===== src/rtl/ctl3w_pkg.sv =====
package ctl3w_pkg;
    localparam int BYTE_W = 8;
    localparam int ADDR_W = 6;
    localparam logic [ADDR_W-1:0] DEF_DEV_ADDR = 6'b000101;

    typedef enum logic [1:0] {
        XFER_DATA = 2'b00,
        XFER_RSV1 = 2'b01,
        XFER_STAT = 2'b10,
        XFER_RSV3 = 2'b11
    } xfer_e;

    typedef struct packed {
        logic [1:0] ratio;
        logic [2:0] fmt;
        logic [5:0] vol;
        logic [1:0] deemph;
        logic       mute;
    } cfg_t;

    localparam cfg_t CFG_RST = '{ratio: 2'b10, fmt: 3'b000, vol: 6'd0,
                                 deemph: 2'b00, mute: 1'b0};
    localparam logic [2:0] FMT_MAX   = 3'd4;
    localparam logic [1:0] RATIO_BAD = 2'b11;
endpackage


===== src/rtl/ctl3w_sync.sv =====
module ctl3w_sync #(
    parameter int W      = 3,
    parameter int STAGES = 2
) (
    input  logic         clk,
    input  logic         rst_n,
    input  logic [W-1:0] din,
    output logic [W-1:0] dout
);
    logic [W-1:0] stg_d [STAGES];
    logic [W-1:0] stg_q [STAGES];

    always_comb begin
        stg_d[0] = din;
        for (int i = 1; i < STAGES; i++) begin
            stg_d[i] = stg_q[i-1];
        end
    end

    always_ff @(posedge clk or negedge rst_n) begin
        if (!rst_n) begin
            for (int i = 0; i < STAGES; i++) stg_q[i] <= '0;
        end else begin
            for (int i = 0; i < STAGES; i++) stg_q[i] <= stg_d[i];
        end
    end

    assign dout = stg_q[STAGES-1];
endmodule


===== src/rtl/ctl3w_shifter.sv =====
module ctl3w_shifter
    import ctl3w_pkg::*;
(
    input  logic              clk,
    input  logic              rst_n,
    input  logic              sclk,
    input  logic              sphase,
    input  logic              sdat,
    output logic              byte_vld,
    output logic [BYTE_W-1:0] byte_val,
    output logic              byte_is_addr
);
    localparam int CNT_W = $clog2(BYTE_W);
    localparam logic [CNT_W-1:0] CNT_LAST = CNT_W'(BYTE_W - 1);

    typedef struct packed {
        logic              sclk_prev;
        logic              phase_prev;
        logic [CNT_W-1:0]  cnt;
        logic [BYTE_W-1:0] sh;
        logic              vld;
        logic [BYTE_W-1:0] data;
        logic              is_addr;
    } sh_t;

    sh_t s_d, s_q;

    always_comb begin
        s_d            = s_q;
        s_d.vld        = 1'b0;
        s_d.sclk_prev  = sclk;
        s_d.phase_prev = sphase;
        if (sphase != s_q.phase_prev) begin
            s_d.cnt = '0;
        end else if (sclk && !s_q.sclk_prev) begin
            s_d.sh = {sdat, s_q.sh[BYTE_W-1:1]};
            if (s_q.cnt == CNT_LAST) begin
                s_d.cnt     = '0;
                s_d.vld     = 1'b1;
                s_d.data    = {sdat, s_q.sh[BYTE_W-1:1]};
                s_d.is_addr = !sphase;
            end else begin
                s_d.cnt = s_q.cnt + 1'b1;
            end
        end
    end

    always_ff @(posedge clk or negedge rst_n) begin
        if (!rst_n) s_q <= '0;
        else        s_q <= s_d;
    end

    assign byte_vld     = s_q.vld;
    assign byte_val     = s_q.data;
    assign byte_is_addr = s_q.is_addr;
endmodule


===== src/rtl/ctl3w_regbank.sv =====
module ctl3w_regbank
    import ctl3w_pkg::*;
#(
    parameter logic [ADDR_W-1:0] DEV_ADDR = DEF_DEV_ADDR
) (
    input  logic              clk,
    input  logic              rst_n,
    input  logic              byte_vld,
    input  logic [BYTE_W-1:0] byte_val,
    input  logic              byte_is_addr,
    output cfg_t              cfg,
    output logic              upd,
    output logic              sel_on
);
    typedef struct packed {
        logic  sel_on;
        xfer_e kind;
        cfg_t  cfg;
        logic  upd;
    } rb_t;

    rb_t r_d, r_q;
    logic [1:0] top2;

    assign top2 = byte_val[BYTE_W-1 -: 2];

    always_comb begin
        r_d     = r_q;
        r_d.upd = 1'b0;
        if (byte_vld) begin
            if (byte_is_addr) begin
                r_d.sel_on = (byte_val[BYTE_W-1 -: ADDR_W] == DEV_ADDR);
                r_d.kind   = xfer_e'(byte_val[1:0]);
            end else if (r_q.sel_on) begin
                case (r_q.kind)
                    XFER_STAT: begin
                        if (top2 == 2'b00) begin
                            r_d.upd = 1'b1;
                            if (byte_val[5:4] != RATIO_BAD) r_d.cfg.ratio = byte_val[5:4];
                            if (byte_val[3:1] <= FMT_MAX)   r_d.cfg.fmt   = byte_val[3:1];
                        end
                    end
                    XFER_DATA: begin
                        if (top2 == 2'b00) begin
                            r_d.upd     = 1'b1;
                            r_d.cfg.vol = byte_val[5:0];
                        end else if (top2 == 2'b10) begin
                            r_d.upd        = 1'b1;
                            r_d.cfg.deemph = byte_val[2:1];
                            r_d.cfg.mute   = byte_val[0];
                        end
                    end
                    default: ;
                endcase
            end
        end
    end

    always_ff @(posedge clk or negedge rst_n) begin
        if (!rst_n) r_q <= '{sel_on: 1'b0, kind: XFER_DATA, cfg: CFG_RST, upd: 1'b0};
        else        r_q <= r_d;
    end

    assign cfg    = r_q.cfg;
    assign upd    = r_q.upd;
    assign sel_on = r_q.sel_on;
endmodule


===== src/rtl/ctl3w_slave.sv =====
module ctl3w_slave
    import ctl3w_pkg::*;
#(
    parameter logic [ADDR_W-1:0] DEV_ADDR    = DEF_DEV_ADDR,
    parameter int                SYNC_STAGES = 2
) (
    input  logic       clk,
    input  logic       rst_n,
    input  logic       ser_clk_i,
    input  logic       ser_phase_i,
    input  logic       ser_dat_i,
    output logic [1:0] clk_ratio_o,
    output logic [2:0] fmt_o,
    output logic [5:0] vol_o,
    output logic [1:0] deemph_o,
    output logic       mute_o,
    output logic       upd_o
);
    logic [2:0]        pins_s;
    logic              w_byte_vld;
    logic [BYTE_W-1:0] w_byte_val;
    logic              w_byte_is_addr;
    logic              w_sel_on;
    cfg_t              w_cfg;

    ctl3w_sync #(.W(3), .STAGES(SYNC_STAGES)) u_sync (
        .clk  (clk),
        .rst_n(rst_n),
        .din  ({ser_clk_i, ser_phase_i, ser_dat_i}),
        .dout (pins_s)
    );

    ctl3w_shifter u_shift (
        .clk         (clk),
        .rst_n       (rst_n),
        .sclk        (pins_s[2]),
        .sphase      (pins_s[1]),
        .sdat        (pins_s[0]),
        .byte_vld    (w_byte_vld),
        .byte_val    (w_byte_val),
        .byte_is_addr(w_byte_is_addr)
    );

    ctl3w_regbank #(.DEV_ADDR(DEV_ADDR)) u_bank (
        .clk         (clk),
        .rst_n       (rst_n),
        .byte_vld    (w_byte_vld),
        .byte_val    (w_byte_val),
        .byte_is_addr(w_byte_is_addr),
        .cfg         (w_cfg),
        .upd         (upd_o),
        .sel_on      (w_sel_on)
    );

    assign clk_ratio_o = w_cfg.ratio;
    assign fmt_o       = w_cfg.fmt;
    assign vol_o       = w_cfg.vol;
    assign deemph_o    = w_cfg.deemph;
    assign mute_o      = w_cfg.mute;
endmodule


===== config.mk =====
export PLATFORM = sky130hd
export DESIGN_NAME = ctl3w_slave
export DESIGN_NICKNAME = d
export VERILOG_FILES = /design/src/rtl/ctl3w_pkg.sv /design/src/rtl/ctl3w_sync.sv /design/src/rtl/ctl3w_shifter.sv /design/src/rtl/ctl3w_regbank.sv /design/src/rtl/ctl3w_slave.sv
export SDC_FILE = /design/constraint.sdc
export NUM_CORES = 1
export LEC_CHECK = 0
export BUFFER_PORTS_ARGS = -buffer_cell sky130_fd_sc_hd__buf_4
export CELL_PAD_IN_SITES_DETAIL_PLACEMENT = 0
export CELL_PAD_IN_SITES_GLOBAL_PLACEMENT = 1
export CORE_UTILIZATION = 45
export DETAILED_ROUTE_END_ITERATION = 8
export PLACE_DENSITY = 0.81
export RECOVER_POWER = 25
export SETUP_SLACK_MARGIN = 0.15
export SKIP_CTS_REPAIR_TIMING = 1
export SYNTH_ARGS = -nofsm -noshare
export SYNTH_HDL_FRONTEND = slang
export SYNTH_SLANG_ARGS = --single-unit

===== constraint.sdc =====
create_clock -name clk -period 2 [get_ports clk]
set_clock_uncertainty 0.15 [all_clocks]
set_input_delay 0.2 -clock clk [delete_from_list [all_inputs] [get_ports clk]]
set_output_delay 0.2 -clock clk [all_outputs]
set_load 0.03 [all_outputs]

# After elaboration in Yosys (flattened, before gate mapping)
# Index checks and enable logic that the tools add are counted.
[classes]
n_addsub = 1
magnitude_cmp = 1
n_eq_ne = 6
n_mux = 12
bitwise = 3
n_reduce_logical = 13
[ops]
columns = ["op", "count"]
rows = [
  ["2-to-1 mux 21 bit", 1],
  ["2-to-1 mux 10 bit", 2],
  ["AND reduction 6 bit", 3],
  ["equality test 6 x 3 -> 1 bit (second input constant)", 1],
  ["2-to-1 mux 1 bit", 6],
  ["2-to-1 mux 3 bit", 2],
  ["AND reduction 5 bit", 1],
  ["equality test 2 bit (second input constant)", 2],
  ["logical NOT 2 bit", 2],
  ["AND reduction 2 bit", 2],
  ["adder 3 x 1 -> 3 bit (second input constant)", 1],
  ["equality test 3 bit (second input constant)", 1],
  ["<= comparator 3 bit (second input constant)", 1],
  ["inverter 1 bit", 3],
  ["AND reduction 3 bit", 1],
  ["logical NOT 1 bit", 2],
  ["inequality test 2 bit (second input constant)", 1],
  ["case mux 1 bit (2 select lines)", 1],
  ["nonzero test 2 bit", 1],
  ["logical AND 1 bit", 1],
  ["inequality test 1 bit", 1],
]
[totals]
regBits = 47
inputBits = 5
wordCells = 53

# Longest topological paths before layout
# Gate-level depths: netlist of the first run.
[depth]
depth_word = 7
ltp_mapped = 5
depth_no_buf = 5

# Modules after synthesis
# A second synthesis of the first run with hierarchy kept.
[hier_totals]
cells_unflattened = 136
area_unflattened_um2 = 1978.1
[by_module_without_submodules]
columns = ["mod", "instances", "cells_per_inst", "area_each_um2", "seq_area_each_um2"]
rows = [
  ["ctl3w_shifter", 1, 62, 942.2, 550.5],
  ["ctl3w_regbank", 1, 68, 885.8, 451.7],
  ["ctl3w_sync", 1, 6, 150.1, 150.1],
]

# Least setup slack after synthesis of the first run
# No wires, ideal clock.
[synth_timing]
kind = "register -> register"
startpoint = "reg u_shift.s_q[18] (netlist bit)"
endpoint = "reg u_shift.s_q, in the netlist u_shift.byte_val[0]"
t_arrival_ns = 1.431
setup_slack_ns = 0.295
path_stages_with_launch = 6
path_buffers = 0
period_less_slack_ns = 1.705
cell_sequence = "dfrtp_1 ha_1 ha_1 inv_1 nor3_4 mux2_2"
[synth_between]
elab_chain_len = 2
[synth_rtl]
columns = ["element", "line", "text"]
rows = [
  ["start, declared", "ctl3w_shifter.sv:26", "sh_t s_d, s_q;"],
  ["start signal, assigned", "ctl3w_shifter.sv:49", "if (!rst_n) s_q <= '0;"],
  ["start signal, assigned", "ctl3w_shifter.sv:50", "else s_q <= s_d;"],
  ["equality test 3 bit", "ctl3w_shifter.sv:37", "if (s_q.cnt == CNT_LAST) begin"],
  ["AND reduction 3 bit (no source line)", "n/a", ""],
]
# Every way passes these cells.
# A chain may end at the register's enable or synchronous reset.

# Worst setup path in the final report of the first run
[layout_timing]
startpoint = "reg u_shift.s_q, in the netlist u_shift.byte_val[6]"
endpoint = "reg u_bank.r_q, in the netlist u_bank.cfg[11]"
[layout_between]
elab_chain_len = 2
[layout_rtl]
columns = ["element", "line", "text"]
rows = [
  ["logical NOT 2 bit", "ctl3w_regbank.sv:37", "if (top2 == 2'b00) begin"],
  ["AND reduction 6 bit (no source line)", "n/a", ""],
  ["end signal, assigned", "ctl3w_regbank.sv:60", "if (!rst_n) r_q <= '{sel_on: 1'b0, kind: XFER_DATA, cfg: CFG_RST, upd: 1'b0};"],
  ["end signal, assigned", "ctl3w_regbank.sv:61", "else r_q <= r_d;"],
  ["end, declared", "ctl3w_regbank.sv:22", "rb_t r_d, r_q;"],
]
# Every way passes these cells.

==> results.yml, run 1 <==
status:
  run_status: "complete, no violations"
clocking:
  cts_tree: "done"
  htree_levels: 2
  clock_sinks: 46
  clock_tree.buffer_depth: 2
  cts_inserted_buffers: 5
  clock_latency_ns: 0.30
  clk_pin_slew_ns: 0.08
  cts_root_buf: "clkbuf_8"
power:
  switching_share_pct: 22.1
  p_seq_share_pct: 60.7
  pwr-share-clk_pct: 33.0
  p_switching_mw: 0.379
  power.leakage_nw: 1.04
  p_comb_share_pct: 6.3
  powerDensity_mw_per_mm2: 821
  finalPower_mw: 1.72
  p_int_mw: 1.34
  peakVddDrop_uv: 473
drt:
  wl_per_cell_um: 14.6
  vias: 1016
  final_antenna_net_count: 0
  drt_wl_total_mm: 2.80
  drt_pass1_iterations: 4
  drcViolationCount: 0
  via_per_inst: 5.29
  drtIter0Drc: 29
grt:
  grt.total_usage_pct: 15.2
  grt_max_degree: 47
  grt_pass1_wl_mm: 4.73
  grt_pass1_vias: 1001
  grt-ovfl-total: 0
  grt_antenna_before_repair: 0
sta:
  fmax_ghz: 0.570
  fin_crit_sh_pct: 87.7
  fin_tns_setup_ns: 0
  final-hold-violation-count: 0
  timing.final.ws_setup_ns: 0.247
  relSlewSlack_pct: 28.4
  setup_viol: 0
  worst_slew_pin_slew_ns: 1.07
  rsz0062_at_grt: "no"
  finalMaxSlewViolations: 0
  period_needed_ns: 1.75
critical_path:
  end_kind: "flop"
  cp_data_required_time_ns: 2.04
  cp.arrival_ns: 1.79
  path_class: "flop to flop"
  start_kind: "flop"
  crit_fanout: 5
  rrSetupSlack_ns: 0.25
logic_synthesis:
  syn_inst: 126
  synth_area_sq_mm: 0.00184
  ys.flop_type: "dfrtp_1"
  synth.net_count: 133
  syn_avg_cell_area_sq_um: 14.6
  synth_top_area_share_pct: 61.1
  yosysWarnings: 0
  seq_area_frac_synth_pct: 62.5
  netlist_top_cells_count: "dfrtp_1 (45), mux2_2 (26), buf_4 (13)"
  yosys.area.top_type: "dfrtp_1"
  synth-seq-cells: 46
  synth-edff-count: 0
  ys_async_sr_fraction_pct: 100
  synth.distinct_cells: 26
  ys_top_cells_by_area: "dfrtp_1 (61%), mux2_2 (16%), buf_4 (5.3%)"
  yosysMostFrequentCell: "dfrtp_1"
job:
  cap_viol_max_count: 0
cells_and_area:
  finalNetCount: 150
  area_delta_synth_final_pct: 13.6
  antenna_cells: 0
  drive_gt1_share_pct: 41.7
floorplanning:
  initial_utilization_pct: 48.6
  coreArea_sq_mm: 0.00380
  rows: 22
  die_area_sq_mm: 0.00436
  num_io_pins: 20
  die_x_um: 66.0
  die_y_um: 66.0
placement:
  hpwl_mm: 1.94
  portBuffers: 19
  pre_cts_ws_ns: 0.134
  gp_congestion: 0.683
worst_hold_path:
  hp-class: "flop to flop"
[kinds of logic (layout without fill, tap and decap cells)]
logic type | Yosys count | in the layout | share of synthesized area [%]
xor+xnor | 1 | 1 | 0.475
compound gates | 9 | 9 | 4.27
simple gates | 22 | 22 | 7.46
fa+ha+maj | 2 | 2 | 1.36
buf+inv | 16 | 34 | 5.90
flops | 46 | 46 | 62.5
mux | 30 | 30 | 18.0
[power groups by stage]
stage	registers [mW]	logic, mW	clock network (mW)
after floorplan	1.05	0.0727	0
after global placement	1.06	0.100	0
after detailed placement	1.06	0.107	0
after CTS	1.04	0.108	0.589
after global routing	1.05	0.126	0.634
final	1.04	0.109	0.567
[cell usage in the layout, fill, tap and decap left out, drive strengths merged]
cell / count
o22a: 5
ha: 2
nor2: 6
mux2i: 4
nand3b: 2
dfrtp: 45
dlygate4sd3: 4
buf: 16
a21o: 2
mux2: 26
dfstp: 1
clkinv: 1
a2111oi: 1
nor4: 1
nor3: 5
or2: 1
o41ai: 1
clkbuf: 11
xor2: 1
nand3: 2
nand2b: 1
inv: 2
and3b: 1
or4b: 1
nand2: 2
[metrics by stage]
step / hold WS (ns) / util, % / instance area [sq um] / instances
6_report: 0.202 / 55.1 / 2090 / 192
5_1_grt: 0.217 / 55.1 / 2090 / 192
4_1_cts: -0.247 / 53.6 / 2040 / 187
3_5_place_dp: 0.0818 / 51.2 / 1950 / 179
3_3_place_gp: 0.0690 / 51.2 / 1950 / 179
2_1_floorplan: -0.246 / - / 1840 / 126
[path summary, 6_finish.rpt]
| path | end | start | depth (start not counted) |
|---|---|---|---|
| worst min register to register | u_sync.dout[0]$_DFF_PN0_ | u_sync.stg_d[0]$_DFF_PN0_ | 0 |
| worst max register to register | u_bank.cfg[11]$_DFFE_PN0P_ | u_shift.byte_val[6]$_DFFE_PN0P_ | 3 |
| worst min-delay path | u_sync.dout[0]$_DFF_PN0_ | u_sync.stg_d[0]$_DFF_PN0_ | 0 |
| max in group asynchronous | u_bank.cfg[0]$_DFFE_PN0P_ | rst_n | 2 |
| min in group asynchronous | u_sync.dout[2]$_DFF_PN0_ | rst_n | 2 |
| worst max-delay path | u_bank.cfg[11]$_DFFE_PN0P_ | u_shift.byte_val[6]$_DFFE_PN0P_ | 3 |
[cell type report]
class                      count  area (sq um)
clock buffer                   7          86.3
clock inverter                 1          5.00
fill                         320          1700
inverter                       2          7.51
multi-input combinational     64           583
sequential                    46          1150
tap                           48          60.1
timing repair buffer          24           200
[metal layers]
metal | up-vias | routed length, um | GRT usage (%)
met5 | - | 0 | 0
met4 | 0 | 41 | 5.59
met3 | 3 | 145 | 6.21
met2 | 27 | 1370 | 23.5
met1 | 516 | 1240 | 19.0
li1 | 470 | - | -
[critical path, stage by stage, from the launching register on]
cell     delay, ns
dfrtp_1       0.43
or4b_4        0.60
or2_4         0.28
o22a_1        0.20
[state kept, by name (all words and copies together) (netlist names)]
register / flops
u_bank.cfg: 14
u_shift.s_q: 12
u_shift.byte_val: 8
u_sync.dout: 3
u_sync.stg_d: 3
u_bank.r_q: 2
u_bank.sel_on: 1
u_bank.upd: 1
u_shift.byte_is_addr: 1
u_shift.byte_vld: 1
No activity file was read; power rests on OpenSTA's default activity.
==> inputs of run 2 (changes only) <==
--- a/config.mk
+++ b/config.mk
@@ -7,13 +7,15 @@
 export LEC_CHECK = 0
 export BUFFER_PORTS_ARGS = -buffer_cell sky130_fd_sc_hd__buf_4
 export CELL_PAD_IN_SITES_DETAIL_PLACEMENT = 0
-export CELL_PAD_IN_SITES_GLOBAL_PLACEMENT = 1
-export CORE_UTILIZATION = 45
+export CELL_PAD_IN_SITES_GLOBAL_PLACEMENT = 2
+export CORE_UTILIZATION = 41
 export DETAILED_ROUTE_END_ITERATION = 8
-export PLACE_DENSITY = 0.81
+export PLACE_DENSITY = 0.85
 export RECOVER_POWER = 25
+export REMOVE_ABC_BUFFERS = 1
 export SETUP_SLACK_MARGIN = 0.15
 export SKIP_CTS_REPAIR_TIMING = 1
 export SYNTH_ARGS = -nofsm -noshare
 export SYNTH_HDL_FRONTEND = slang
+export SYNTH_HIERARCHICAL = 1
 export SYNTH_SLANG_ARGS = --single-unit
==> results.yml, run 2 <==
drt:
  drcViolationCount: 0
  drt_wl_total_mm: 3.04
  wl_per_cell_um: 15.4
  via_per_inst: 5.19
  final_antenna_net_count: 0
  vias: 1022
  drtIter0Drc: 42
  drt_pass1_iterations: 4
floorplanning:
  die_y_um: 71.5
  rows: 24
  die_x_um: 71.5
  num_io_pins: 20
  coreArea_sq_mm: 0.00450
  die_area_sq_mm: 0.00511
  initial_utilization_pct: 43.9
job:
  cap_viol_max_count: 0
logic_synthesis:
  synth.distinct_cells: 30
  yosys.area.top_type: "dfrtp_1"
  yosysWarnings: 6
  synth-seq-cells: 46
  ys.flop_type: "dfrtp_1"
  yosysMostFrequentCell: "dfrtp_1"
  synth_top_area_share_pct: 56.9
  synth-edff-count: 0
  syn_inst: 136
  synth_area_sq_mm: 0.00198
  ys_top_cells_by_area: "dfrtp_1 (57%), mux2_4 (9.9%), buf_4 (8.3%)"
  syn_avg_cell_area_sq_um: 14.5
  ys_async_sr_fraction_pct: 100
  seq_area_frac_synth_pct: 58.3
  netlist_top_cells_count: "dfrtp_1 (45), buf_4 (22), mux2_2 (13), mux2_4 (13), nor2_1 (5)"
power:
  power.leakage_nw: 1.09
  powerDensity_mw_per_mm2: 806
  peakVddDrop_uv: 431
critical_path:
  cp.arrival_ns: 1.89
  crit_fanout: 6
  crit_family: "simple AND/OR/NAND/NOR gates"
  crit_path_max_incr_delay_ns: 0.50
  cp_cell_sequence: "or3_4, or4_4, mux2_4"
  cp_slowest_cell: "or4_4"
  end_kind: "flop"
  start_kind: "flop"
  path_class: "flop to flop"
  crit_buf_inv: 0
  cp_data_required_time_ns: 2.03
placement:
  portBuffers: 19
  hpwl_mm: 2.16
  gp_congestion: 0.707
sta:
  fin_crit_sh_pct: 93.2
  fmax_ghz: 0.536
  worst_slew_pin_slew_ns: 1.09
  rsz0062_at_grt: "yes"
  final-hold-violation-count: 0
  relSlewSlack_pct: 27.4
  period_needed_ns: 1.86
  fin_tns_setup_ns: 0
  setup_viol: 0
  finalMaxSlewViolations: 0
clocking:
  cts_tree: "done"
  clk_pin_slew_ns: 0.08
  cts_root_buf: "clkbuf_8"
  clock_tree.buffer_depth: 2
  clock_latency_ns: 0.29
  clock_sinks: 46
  htree_levels: 2
  cts_inserted_buffers: 5
cells_and_area:
  utilization_pct: 47.4
  antenna_cells: 0
  area_delta_synth_final_pct: 7.97
  largest_reg_flops: 14
  finalNetCount: 152
  final_cell_mix: "dfrtp_1 (45), buf_4 (19), mux2_2 (13), mux2_4 (13)"
  final_common_cell: "dfrtp_1"
  fill_cells: 400
  drive_gt1_share_pct: 42.1
grt:
  grt_antenna_before_repair: 0
  grt_max_degree: 47
  grt_pass1_vias: 1032
  grt-ovfl-total: 0
  grt_pass1_wl_mm: 5.10
  grt.total_usage_pct: 13.3
worst_hold_path:
  hp-class: "flop to flop"
status:
  run_status: "complete, no violations"
==> run 2: cell families after synthesis <==
kind of cell,after synthesis,synth area share (%)
buffers and inverters,25,10.1
and+or+nand+nor,22,6.64
xor gates and xnor gates,1,0.822
muxes,29,18.8
DFF,46,58.3
AOI/OAI and AO/OA,11,4.18
adders and majority gates,2,1.26
==> run 2: power breakdown <==
group          internal [mW]  total (mW)  switching, mW
Clock                  0.241       0.519          0.278
Sequential              1.00        1.06         0.0581
Combinational         0.0975       0.145         0.0479
==> run 2: per-layer routing <==
metal	up-vias	GRT usage [%]	part of all wire, %	wire length (um)
met5	-	0	0	0
met4	0	5.88	1.1	34
met3	5	3.80	4.4	134
met2	24	22.1	48	1460
met1	524	16.4	46	1400
li1	469	-	-	-
==> run 2: final timing paths <==
check                      slack, ns                  startpoint  depth (start not counted)                   endpoint
setup / recovery                0.14  u_bank/r_q[15]$_DFFE_PN0P_                          3  u_bank/cfg[5]$_DFFE_PN0P_
hold / removal                  0.20   u_sync/stg_d[2]$_DFF_PN0_                          0   u_sync/dout[2]$_DFF_PN0_
setup reg to reg                0.14  u_bank/r_q[15]$_DFFE_PN0P_                          3  u_bank/cfg[5]$_DFFE_PN0P_
hold reg to reg                 0.20   u_sync/stg_d[2]$_DFF_PN0_                          0   u_sync/dout[2]$_DFF_PN0_
max in group asynchronous       0.54                       rst_n                          2  u_sync/stg_d[1]$_DFF_PN0_
min in group asynchronous       0.50                       rst_n                          2  u_bank/cfg[0]$_DFFE_PN0P_
==> run 2: layout make-up <==
cell class              instances  area (sq um)  area share [%]
flip-flops and latches         46          1150            54.0
multi-input cells              65           632            29.6
repair buffers                 27           210            9.84
clock buffers                   7          76.3            3.57
well taps                      52          65.1            3.05
==> run 2: worst register-to-register path, cell delays in order (launching register included) <==
cell and delay, ns:
dfrtp_1 0.38, or3_4 0.39, or4_4 0.50, mux2_4 0.33
==> run 2: through the flow <==
| step | power, mW | area [sq um] | std cells | setup slack, ns | hold WS (ns) |
|---|---|---|---|---|---|
| 2_1_floorplan | 1.16 | 1780 | 111 | 0.00175 | -0.246 |
| 3_3_place_gp | 1.20 | 2010 | 185 | 0.0751 | 0.0714 |
| 3_5_place_dp | 1.22 | 2010 | 185 | 0.0404 | 0.0836 |
| 4_1_cts | 1.74 | 2090 | 192 | 0.0299 | -0.234 |
| 5_1_grt | 1.81 | 2140 | 197 | 0.102 | 0.212 |
| 6_report | 1.72 | 2140 | 197 | 0.135 | 0.205 |
